**src/rtl/lzwc_pkg.sv**
```systemverilog
`timescale 1ns/1ps
package lzwc_pkg;
  localparam int SYM_W = 8;

  typedef enum logic [1:0] {
    ST_IDLE,
    ST_SCAN,
    ST_FINAL,
    ST_DONE
  } lzwc_state_t;

  typedef struct packed {
    logic load;
    logic scanStep;
    logic hitAdv;
    logic missAdv;
    logic emitFinal;
  } lzwc_ctrl_t;
endpackage

```
**src/rtl/lzwc_dict.sv**
```systemverilog
`timescale 1ns/1ps
module lzwc_dict #(
  parameter int CODE_W = 12,
  parameter int DEPTH  = 64,
  localparam int IDX_W = $clog2(DEPTH)
) (
  input  logic                         clk,
  input  logic                         rst,
  input  logic [IDX_W-1:0]             rdIdx,
  output logic                         rdValid,
  output logic [CODE_W-1:0]            rdPrefix,
  output logic [lzwc_pkg::SYM_W-1:0]   rdSym,
  input  logic                         wrEn,
  input  logic [CODE_W-1:0]            wrPrefix,
  input  logic [lzwc_pkg::SYM_W-1:0]   wrSym
);
  logic [DEPTH-1:0]                 validQ;
  logic [CODE_W-1:0]                prefixMem [DEPTH];
  logic [lzwc_pkg::SYM_W-1:0]       symMem    [DEPTH];
  logic [IDX_W-1:0]                 freeIdx;
  logic                             isFull;

  // lowest free slot: scan from the top so the smallest index wins
  always_comb begin
    freeIdx = '0;
    for (int i = DEPTH - 1; i >= 0; i--) begin
      if (!validQ[i]) freeIdx = IDX_W'(i);
    end
  end

  assign isFull = &validQ;

  always_ff @(posedge clk) begin
    if (rst) begin
      validQ <= '0;
    end else if (wrEn && !isFull) begin
      validQ[freeIdx] <= 1'b1;
    end
  end

  always_ff @(posedge clk) begin
    if (wrEn && !isFull) begin
      prefixMem[freeIdx] <= wrPrefix;
      symMem[freeIdx]    <= wrSym;
    end
  end

  assign rdValid  = validQ[rdIdx];
  assign rdPrefix = prefixMem[rdIdx];
  assign rdSym    = symMem[rdIdx];
endmodule

```
**src/rtl/lzwc_ctrl.sv**
```systemverilog
`timescale 1ns/1ps
module lzwc_ctrl (
  input  logic                 clk,
  input  logic                 rst,
  input  logic                 lineValid,
  input  logic                 scanHit,
  input  logic                 scanLast,
  input  logic                 lastPos,
  output lzwc_pkg::lzwc_ctrl_t ctrl,
  output logic                 busy,
  output logic                 done
);
  import lzwc_pkg::*;

  lzwc_state_t stateQ, stateNext;

  always_comb begin
    ctrl      = '0;
    stateNext = stateQ;
    unique case (stateQ)
      ST_IDLE: begin
        if (lineValid) begin
          ctrl.load = 1'b1;
          stateNext = ST_SCAN;
        end
      end
      ST_SCAN: begin
        if (scanHit) begin
          ctrl.hitAdv = 1'b1;
          if (lastPos) stateNext = ST_FINAL;
        end else if (scanLast) begin
          ctrl.missAdv = 1'b1;
          if (lastPos) stateNext = ST_FINAL;
        end else begin
          ctrl.scanStep = 1'b1;
        end
      end
      ST_FINAL: begin
        ctrl.emitFinal = 1'b1;
        stateNext      = ST_DONE;
      end
      ST_DONE: stateNext = ST_IDLE;
      default: stateNext = ST_IDLE;
    endcase
  end

  always_ff @(posedge clk) begin
    if (rst) stateQ <= ST_IDLE;
    else     stateQ <= stateNext;
  end

  assign busy = (stateQ != ST_IDLE);
  assign done = (stateQ == ST_DONE);
endmodule

```
**src/rtl/lzwc_datapath.sv**
```systemverilog
`timescale 1ns/1ps
module lzwc_datapath #(
  parameter int LINE_BYTES   = 32,
  parameter int CODE_W       = 12,
  parameter int DEPTH        = 64,
  parameter int THRESH_BYTES = 16,
  localparam int IDX_W  = $clog2(DEPTH),
  localparam int SIZE_W = $clog2(LINE_BYTES * CODE_W / 8 + 1)
) (
  input  logic                             clk,
  input  logic                             rst,
  input  lzwc_pkg::lzwc_ctrl_t             ctrl,
  input  logic [LINE_BYTES*8-1:0]          lineData,
  output logic [IDX_W-1:0]                 scanIdx,
  input  logic                             rdValid,
  input  logic [CODE_W-1:0]                rdPrefix,
  input  logic [lzwc_pkg::SYM_W-1:0]       rdSym,
  output logic                             wrEn,
  output logic [CODE_W-1:0]                wrPrefix,
  output logic [lzwc_pkg::SYM_W-1:0]       wrSym,
  output logic                             scanHit,
  output logic                             scanLast,
  output logic                             lastPos,
  output logic                             codeValid,
  output logic [CODE_W-1:0]                codeOut,
  output logic                             refMark,
  output logic [IDX_W-1:0]                 refIdx,
  output logic [SIZE_W-1:0]                compSize,
  output logic                             compressible
);
  localparam int POS_W  = $clog2(LINE_BYTES);
  localparam int CNT_W  = $clog2(LINE_BYTES + 1);
  localparam int BITS_W = $clog2(LINE_BYTES * CODE_W + 8) + 1;
  localparam logic [CODE_W-1:0] BASE = CODE_W'(1 << lzwc_pkg::SYM_W);

  logic [LINE_BYTES*8-1:0]        lineQ;
  logic [POS_W-1:0]               posQ;
  logic [CODE_W-1:0]              curQ;
  logic [IDX_W-1:0]               idxQ;
  logic [CNT_W-1:0]               cntQ;
  logic [lzwc_pkg::SYM_W-1:0]     nextSym;
  logic [BITS_W-1:0]              bitsTotal;
  logic [BITS_W-1:0]              bytesWide;

  assign nextSym  = lineQ[{posQ, 3'b000} +: 8];
  assign scanIdx  = idxQ;
  assign scanHit  = rdValid && (rdPrefix == curQ) && (rdSym == nextSym);
  assign scanLast = (idxQ == IDX_W'(DEPTH - 1));
  assign lastPos  = (posQ == POS_W'(LINE_BYTES - 1));

  assign wrEn     = ctrl.missAdv;
  assign wrPrefix = curQ;
  assign wrSym    = nextSym;

  always_ff @(posedge clk) begin
    if (rst) begin
      lineQ     <= '0;
      posQ      <= '0;
      curQ      <= '0;
      idxQ      <= '0;
      cntQ      <= '0;
      codeValid <= 1'b0;
      codeOut   <= '0;
      refMark   <= 1'b0;
      refIdx    <= '0;
    end else begin
      codeValid <= 1'b0;
      refMark   <= 1'b0;
      if (ctrl.load) begin
        lineQ <= lineData;
        curQ  <= CODE_W'(lineData[7:0]);
        posQ  <= POS_W'(1);
        idxQ  <= '0;
        cntQ  <= '0;
      end
      if (ctrl.scanStep) idxQ <= idxQ + 1'b1;
      if (ctrl.hitAdv) begin
        curQ    <= BASE + CODE_W'(idxQ);
        idxQ    <= '0;
        posQ    <= posQ + 1'b1;
        refMark <= 1'b1;
        refIdx  <= idxQ;
      end
      if (ctrl.missAdv) begin
        codeValid <= 1'b1;
        codeOut   <= curQ;
        cntQ      <= cntQ + 1'b1;
        curQ      <= CODE_W'(nextSym);
        idxQ      <= '0;
        posQ      <= posQ + 1'b1;
      end
      if (ctrl.emitFinal) begin
        codeValid <= 1'b1;
        codeOut   <= curQ;
        cntQ      <= cntQ + 1'b1;
      end
    end
  end

  assign bitsTotal    = BITS_W'(cntQ) * BITS_W'(CODE_W);
  assign bytesWide    = (bitsTotal + BITS_W'(7)) >> 3;
  assign compSize     = SIZE_W'(bytesWide);
  assign compressible = (compSize < SIZE_W'(THRESH_BYTES));
endmodule

```
**src/rtl/lzw_line_compressor.sv**
```systemverilog
`timescale 1ns/1ps
module lzw_line_compressor #(
  parameter int LINE_BYTES   = 32,
  parameter int CODE_W       = 12,
  parameter int DICT_DEPTH   = 64,
  parameter int THRESH_BYTES = 16
) (
  input  logic                                          clk,
  input  logic                                          rst,
  input  logic                                          lineValid,
  input  logic [LINE_BYTES*8-1:0]                       lineData,
  output logic                                          busy,
  output logic                                          codeValid,
  output logic [CODE_W-1:0]                             codeOut,
  output logic                                          refMark,
  output logic [$clog2(DICT_DEPTH)-1:0]                 refIdx,
  output logic                                          done,
  output logic [$clog2(LINE_BYTES*CODE_W/8+1)-1:0]      compSize,
  output logic                                          compressible
);
  localparam int IDX_W = $clog2(DICT_DEPTH);

  lzwc_pkg::lzwc_ctrl_t             ctrl;
  logic [IDX_W-1:0]                 scanIdx;
  logic                             rdValid;
  logic [CODE_W-1:0]                rdPrefix;
  logic [lzwc_pkg::SYM_W-1:0]       rdSym;
  logic                             wrEn;
  logic [CODE_W-1:0]                wrPrefix;
  logic [lzwc_pkg::SYM_W-1:0]       wrSym;
  logic                             scanHit;
  logic                             scanLast;
  logic                             lastPos;

  lzwc_ctrl ctrl_i (
    .clk      (clk),
    .rst      (rst),
    .lineValid(lineValid),
    .scanHit  (scanHit),
    .scanLast (scanLast),
    .lastPos  (lastPos),
    .ctrl     (ctrl),
    .busy     (busy),
    .done     (done)
  );

  lzwc_datapath #(
    .LINE_BYTES  (LINE_BYTES),
    .CODE_W      (CODE_W),
    .DEPTH       (DICT_DEPTH),
    .THRESH_BYTES(THRESH_BYTES)
  ) dp_i (
    .clk         (clk),
    .rst         (rst),
    .ctrl        (ctrl),
    .lineData    (lineData),
    .scanIdx     (scanIdx),
    .rdValid     (rdValid),
    .rdPrefix    (rdPrefix),
    .rdSym       (rdSym),
    .wrEn        (wrEn),
    .wrPrefix    (wrPrefix),
    .wrSym       (wrSym),
    .scanHit     (scanHit),
    .scanLast    (scanLast),
    .lastPos     (lastPos),
    .codeValid   (codeValid),
    .codeOut     (codeOut),
    .refMark     (refMark),
    .refIdx      (refIdx),
    .compSize    (compSize),
    .compressible(compressible)
  );

  lzwc_dict #(
    .CODE_W(CODE_W),
    .DEPTH (DICT_DEPTH)
  ) dict_i (
    .clk     (clk),
    .rst     (rst),
    .rdIdx   (scanIdx),
    .rdValid (rdValid),
    .rdPrefix(rdPrefix),
    .rdSym   (rdSym),
    .wrEn    (wrEn),
    .wrPrefix(wrPrefix),
    .wrSym   (wrSym)
  );
endmodule

```
**config.mk**
```make
export PLATFORM = sky130hd
export DESIGN_NAME = lzw_line_compressor
export DESIGN_NICKNAME = d
export VERILOG_FILES = /design/src/rtl/lzwc_pkg.sv /design/src/rtl/lzwc_dict.sv /design/src/rtl/lzwc_ctrl.sv /design/src/rtl/lzwc_datapath.sv /design/src/rtl/lzw_line_compressor.sv
export SDC_FILE = /design/constraint.sdc
export NUM_CORES = 2
export LEC_CHECK = 0
export ABC_AREA = 0
export BUFFER_PORTS_ARGS = -buffer_cell sky130_fd_sc_hd__buf_2
export CORE_MARGIN = 1
export CORE_UTILIZATION = 40
export CTS_BUF_LIST = sky130_fd_sc_hd__clkbuf_4 sky130_fd_sc_hd__clkbuf_8
export CTS_CLUSTER_SIZE = 10
export DETAILED_ROUTE_END_ITERATION = 10
export GPL_ROUTABILITY_DRIVEN = 0
export HOLD_SLACK_MARGIN = 0.12
export PLACE_DENSITY = 0.67
export SLEW_MARGIN = 40
export SYNTH_ARGS = -nofsm -noshare
export SYNTH_HDL_FRONTEND = slang
export SYNTH_SLANG_ARGS = --single-unit
```
**constraint.sdc**
```tcl
create_clock -name clk -period 8.1 [get_ports clk]
set_clock_uncertainty 0.2 [all_clocks]
set_input_delay 0.81 -clock clk [delete_from_list [all_inputs] [get_ports clk]]
set_output_delay 0.81 -clock clk [all_outputs]
set_load 0.01 [all_outputs]
```
==> metrics.md <==
| Metric | Value |
|---|---|
| GRT Util Overall | between 20 and 25% |
| CTS root buf | clkbuf_8 |
| Site row count | 140 |
| Met2 wire len | approximately 80000 µm |
| HP Class | in2reg |
| EDFF count, synth | about 1.1k |
| Critical Path RT | roughly 8.5 ns |
| DRT antenna net count | 0 |
| Iteration-0 DRC Markers | around 4.5k |
| Clock latency on the worst-skew pair | ~0.96 ns |
| Synth Warn # | 0 |
| Netlist cell types | 96 |
| TritonCTS clock tree | built |
| Die Y | 387.2 µm |
| Post-Route Utilization | between 40% and 50% |
| Layout cell share with drive strength beyond 1 | 26.31% |
| P_sw | ~5 mW |
| Slew headroom | 35.81% |
| CTS-repair resized insts | 0 |
| Sequential share of the synthesized area | 67.55% |
| Fill count | between 10k and 15k |
| Inst Count DP | around 5.9k |
| Peak VDD IR | ~200 µV |
| WL met1 | around 66000 µm |
| Sequential Power Share | around 49% |
| Most frequent cells in the layout | edfxtp_1, nand2_1, dfxtp_1, a21oi_1, mux4_2 |
| Fin. max-slew vios | 0 |
| Syn avg cell area | 15.25 µm² |
| Synthesized area | 59360 µm² |
| Vias per cell | 5.809 |
| Io pins | 288 |
| Initial core utilization | 40.53% |
| First-pass GRT wire length | about 250000 µm |
| Metal3 WL | approximately 17000 µm |
| Sum of negative setup slack | 0 ns |
| Setup violators final | 0 |
| CTS max path bufs | 3 |
| Clock transition at path regs | roughly 0.060 ns |
| Die W | roughly 390 µm |
| Final Hold Fails | 0 |
| LEAKAGE | roughly 23 nW |
| Final net count | roughly 4.8k |
| P per Cell Area | 256.0 nW/µm² |
| Outcome | finished, final reports clean |
| Largest net degree at the start of global routing | 205 |
| # port buffers | approximately 280 |
| Max-cap violations | 0 |
| Synth Flop Type | edfxtp_1 |
| Commonest non-fill, non-tap cell in the layout | edfxtp_1 |
| Min-delay src | lineValid |
| Inserted Clock Buffers | around 220 |
| Yosys reg bits | between 1k and 1.5k |
| Max Fclk | approximately 0.16 GHz |
| RSZ-0062 raised after global routing | false |
| Post-route cell area | ~71000 µm² |
| Min Clock Period, post-route | 6.186 ns |
| Initial antenna violation count | 4 |
| DRC | 0 |
| Die Area | 149900 µm² |
| Vias in the first global route | around 38k |
| Cells after Synth | between 3k and 4k |
| Core Region | ~150000 µm² |
| Detailed Routing Iterations Pass 1 | 8 |
| DP HPWL | between 100000 and 150000 µm |
| DR top layer | met4 |
| Finished Layout Cells | approximately 6.6k |
| Routed len/inst | 25.88 µm |
| CP Launch Type | register |
| Clock Sinks | roughly 1.5k |
| WS Path Type | reg2reg |
| Crit Path Max Fanout | just over 60 |
| Comb pwr share | between 10% and 20% |
| Area Overhead vs Synth | 18.79% |
| Clock network power share | a little over a third |
| Total grt overflow | 0 |
| Int Power | approximately 13 mW |
| Net Sw Frac | 27.27% |
| Final WL | 171200 µm |
| Final period utilization | approximately three quarters |
| Synth async-reset ratio | 0% |
| Least-Margin Pin Slew | between 0.9 and 1 ns |
| H-tree depth | 4 |
| Placed Area | 63170 µm² |
| Critical path capture point type | register |
| Critical path arrival | around 6.6 ns |
| Total number of vias | between 30k and 40k |
| Flop2flop setup slack | around 1.9 ns |
==> layer usage <==
layer / up-vias / GRT usage (%)
li1: 16400 / -
met1: 19290 / 29.69
met2: 2306 / 35.32
met3: 432 / 4.839
met4: 0 / 9.683
met5: - / 0
==> power by group through the flow <==
| stage | logic, mW | registers (mW) | clock network [mW] |
|---|---|---|---|
| after detailed placement | 2.74 | 8.96 | 0 |
| after global routing | 3.07 | 8.84 | 6.74 |
| after floorplan | 1.92 | 8.85 | 0 |
| after global placement | 2.70 | 8.95 | 0 |
| after CTS | 2.84 | 8.81 | 6.41 |
| final | 2.90 | 8.81 | 6.34 |
==> path summary, 6_finish.rpt <==
path / endpoint / cells past startpoint
worst max-delay path: dict_i.prefixMem[31][6] / 12
worst min-delay path: ctrl_i.stateQ[1] / 4
worst max register to register: dict_i.prefixMem[31][6] / 12
worst min register to register: dp_i.lineQ[176] / 2
==> cell families after synthesis <==
group | count (synthesis) | share of synthesized area (%)
AO/OA/AOI/OAI | 665 | 7.091
XOR/XNOR | 21 | 0.3099
adder cells (fa/ha/maj) | 15 | 0.3288
buffers and inverters | 309 | 2.648
flip-flops | 1459 | 67.55
multiplexers | 463 | 14.84
other | 1 | 0.006318
AND/OR/NAND/NOR | 960 | 7.224
==> stage by stage <==
step                      hold slack (ns)  power (mW)  worst slack [ns]
after detailed placement           0.2433       11.71             1.904
after global routing               0.1943       18.64             1.712
final                              0.2286       18.05             1.914
after floorplan                    0.2331       10.77             2.539
after CTS                          0.1490       18.06             1.896
after global placement             0.2397       11.65             2.162
==> registers in the layout (all words and copies together), names as in the netlist, named ones only <==
signal,cells
dp_i.cntQ,6
ctrl_i.stateQ,2
dict_i.validQ,64
dp_i.lineQ,256
dict_i.prefixMem,576
dp_i.codeOut,9
dict_i.symMem,512
dp_i.wrPrefix,9
dp_i.codeValid,1
dp_i.refMark,1
dp_i.scanIdx,6
dp_i.posQ,5
dp_i.refIdx,6
==> synthesized netlist by cell type (6+ instances only) <==
library cell	number	share of area, %
buf_6	32	0.61
edfxtp_1	1088	55
nand4_1	38	0.40
inv_1	37	0.23
o31ai_1	8	0.10
buf_1	22	0.14
nand3b_1	15	0.19
o22ai_1	17	0.18
a21oi_1	336	2.8
a311oi_1	6	0.089
xnor2_1	17	0.25
a22o_1	8	0.12
ha_1	14	0.30
nand2_1	618	3.9
and4_1	6	0.089
nand4b_1	7	0.10
o21ai_0	33	0.28
a221oi_1	22	0.32
clkbuf_1	137	0.87
buf_4	27	0.34
buf_2	46	0.39
mux4_2	333	13
a31oi_1	11	0.12
nor2b_1	14	0.15
nor4_1	12	0.13
nand3_1	40	0.34
a21boi_0	7	0.089
mux2i_1	125	2.1
a22oi_1	104	1.3
nor3_1	34	0.29
nor2_1	105	0.66
o2bb2ai_1	45	0.66
and2_1	8	0.084
dfxtp_1	371	13
and3_1	8	0.084
or3_1	9	0.095
o21ai_1	8	0.067
==> what timing repair did <==
| item | 4_1_cts | 5_1_grt |
|---|---|---|
| setup buffers | 0 | 0 |
| endpoints found under the hold margin | 257 | 51 |
| hold buffers | 256 | 1 |
==> cell type report <==
cell class	count	area, µm²	area share [%]
multi-input combinational	2127	18040	25.59
inverter	43	166.4	0.2360
timing repair buffer	664	5095	7.226
tap	1917	2399	3.402
clock buffer	344	4146	5.881
antenna	1	2.502	0.003549
clock inverter	60	526.8	0.7471
sequential	1459	40130	56.92
==> critical path, stage by stage, from the launching register on <==
cell and delay [ns]:
dfxtp_4 0.82, buf_12 0.43, mux4_2 0.58, a32o_1 0.32
a221oi_2 0.26, a311oi_1 0.27, nor4bb_1 0.59, a2111oi_2 0.12
and4bb_4 0.26, nand2_2 0.24, nand4_1 0.55, nor2_1 0.69
buf_4 0.34
Note: power is estimated with default switching activity, not from simulation.
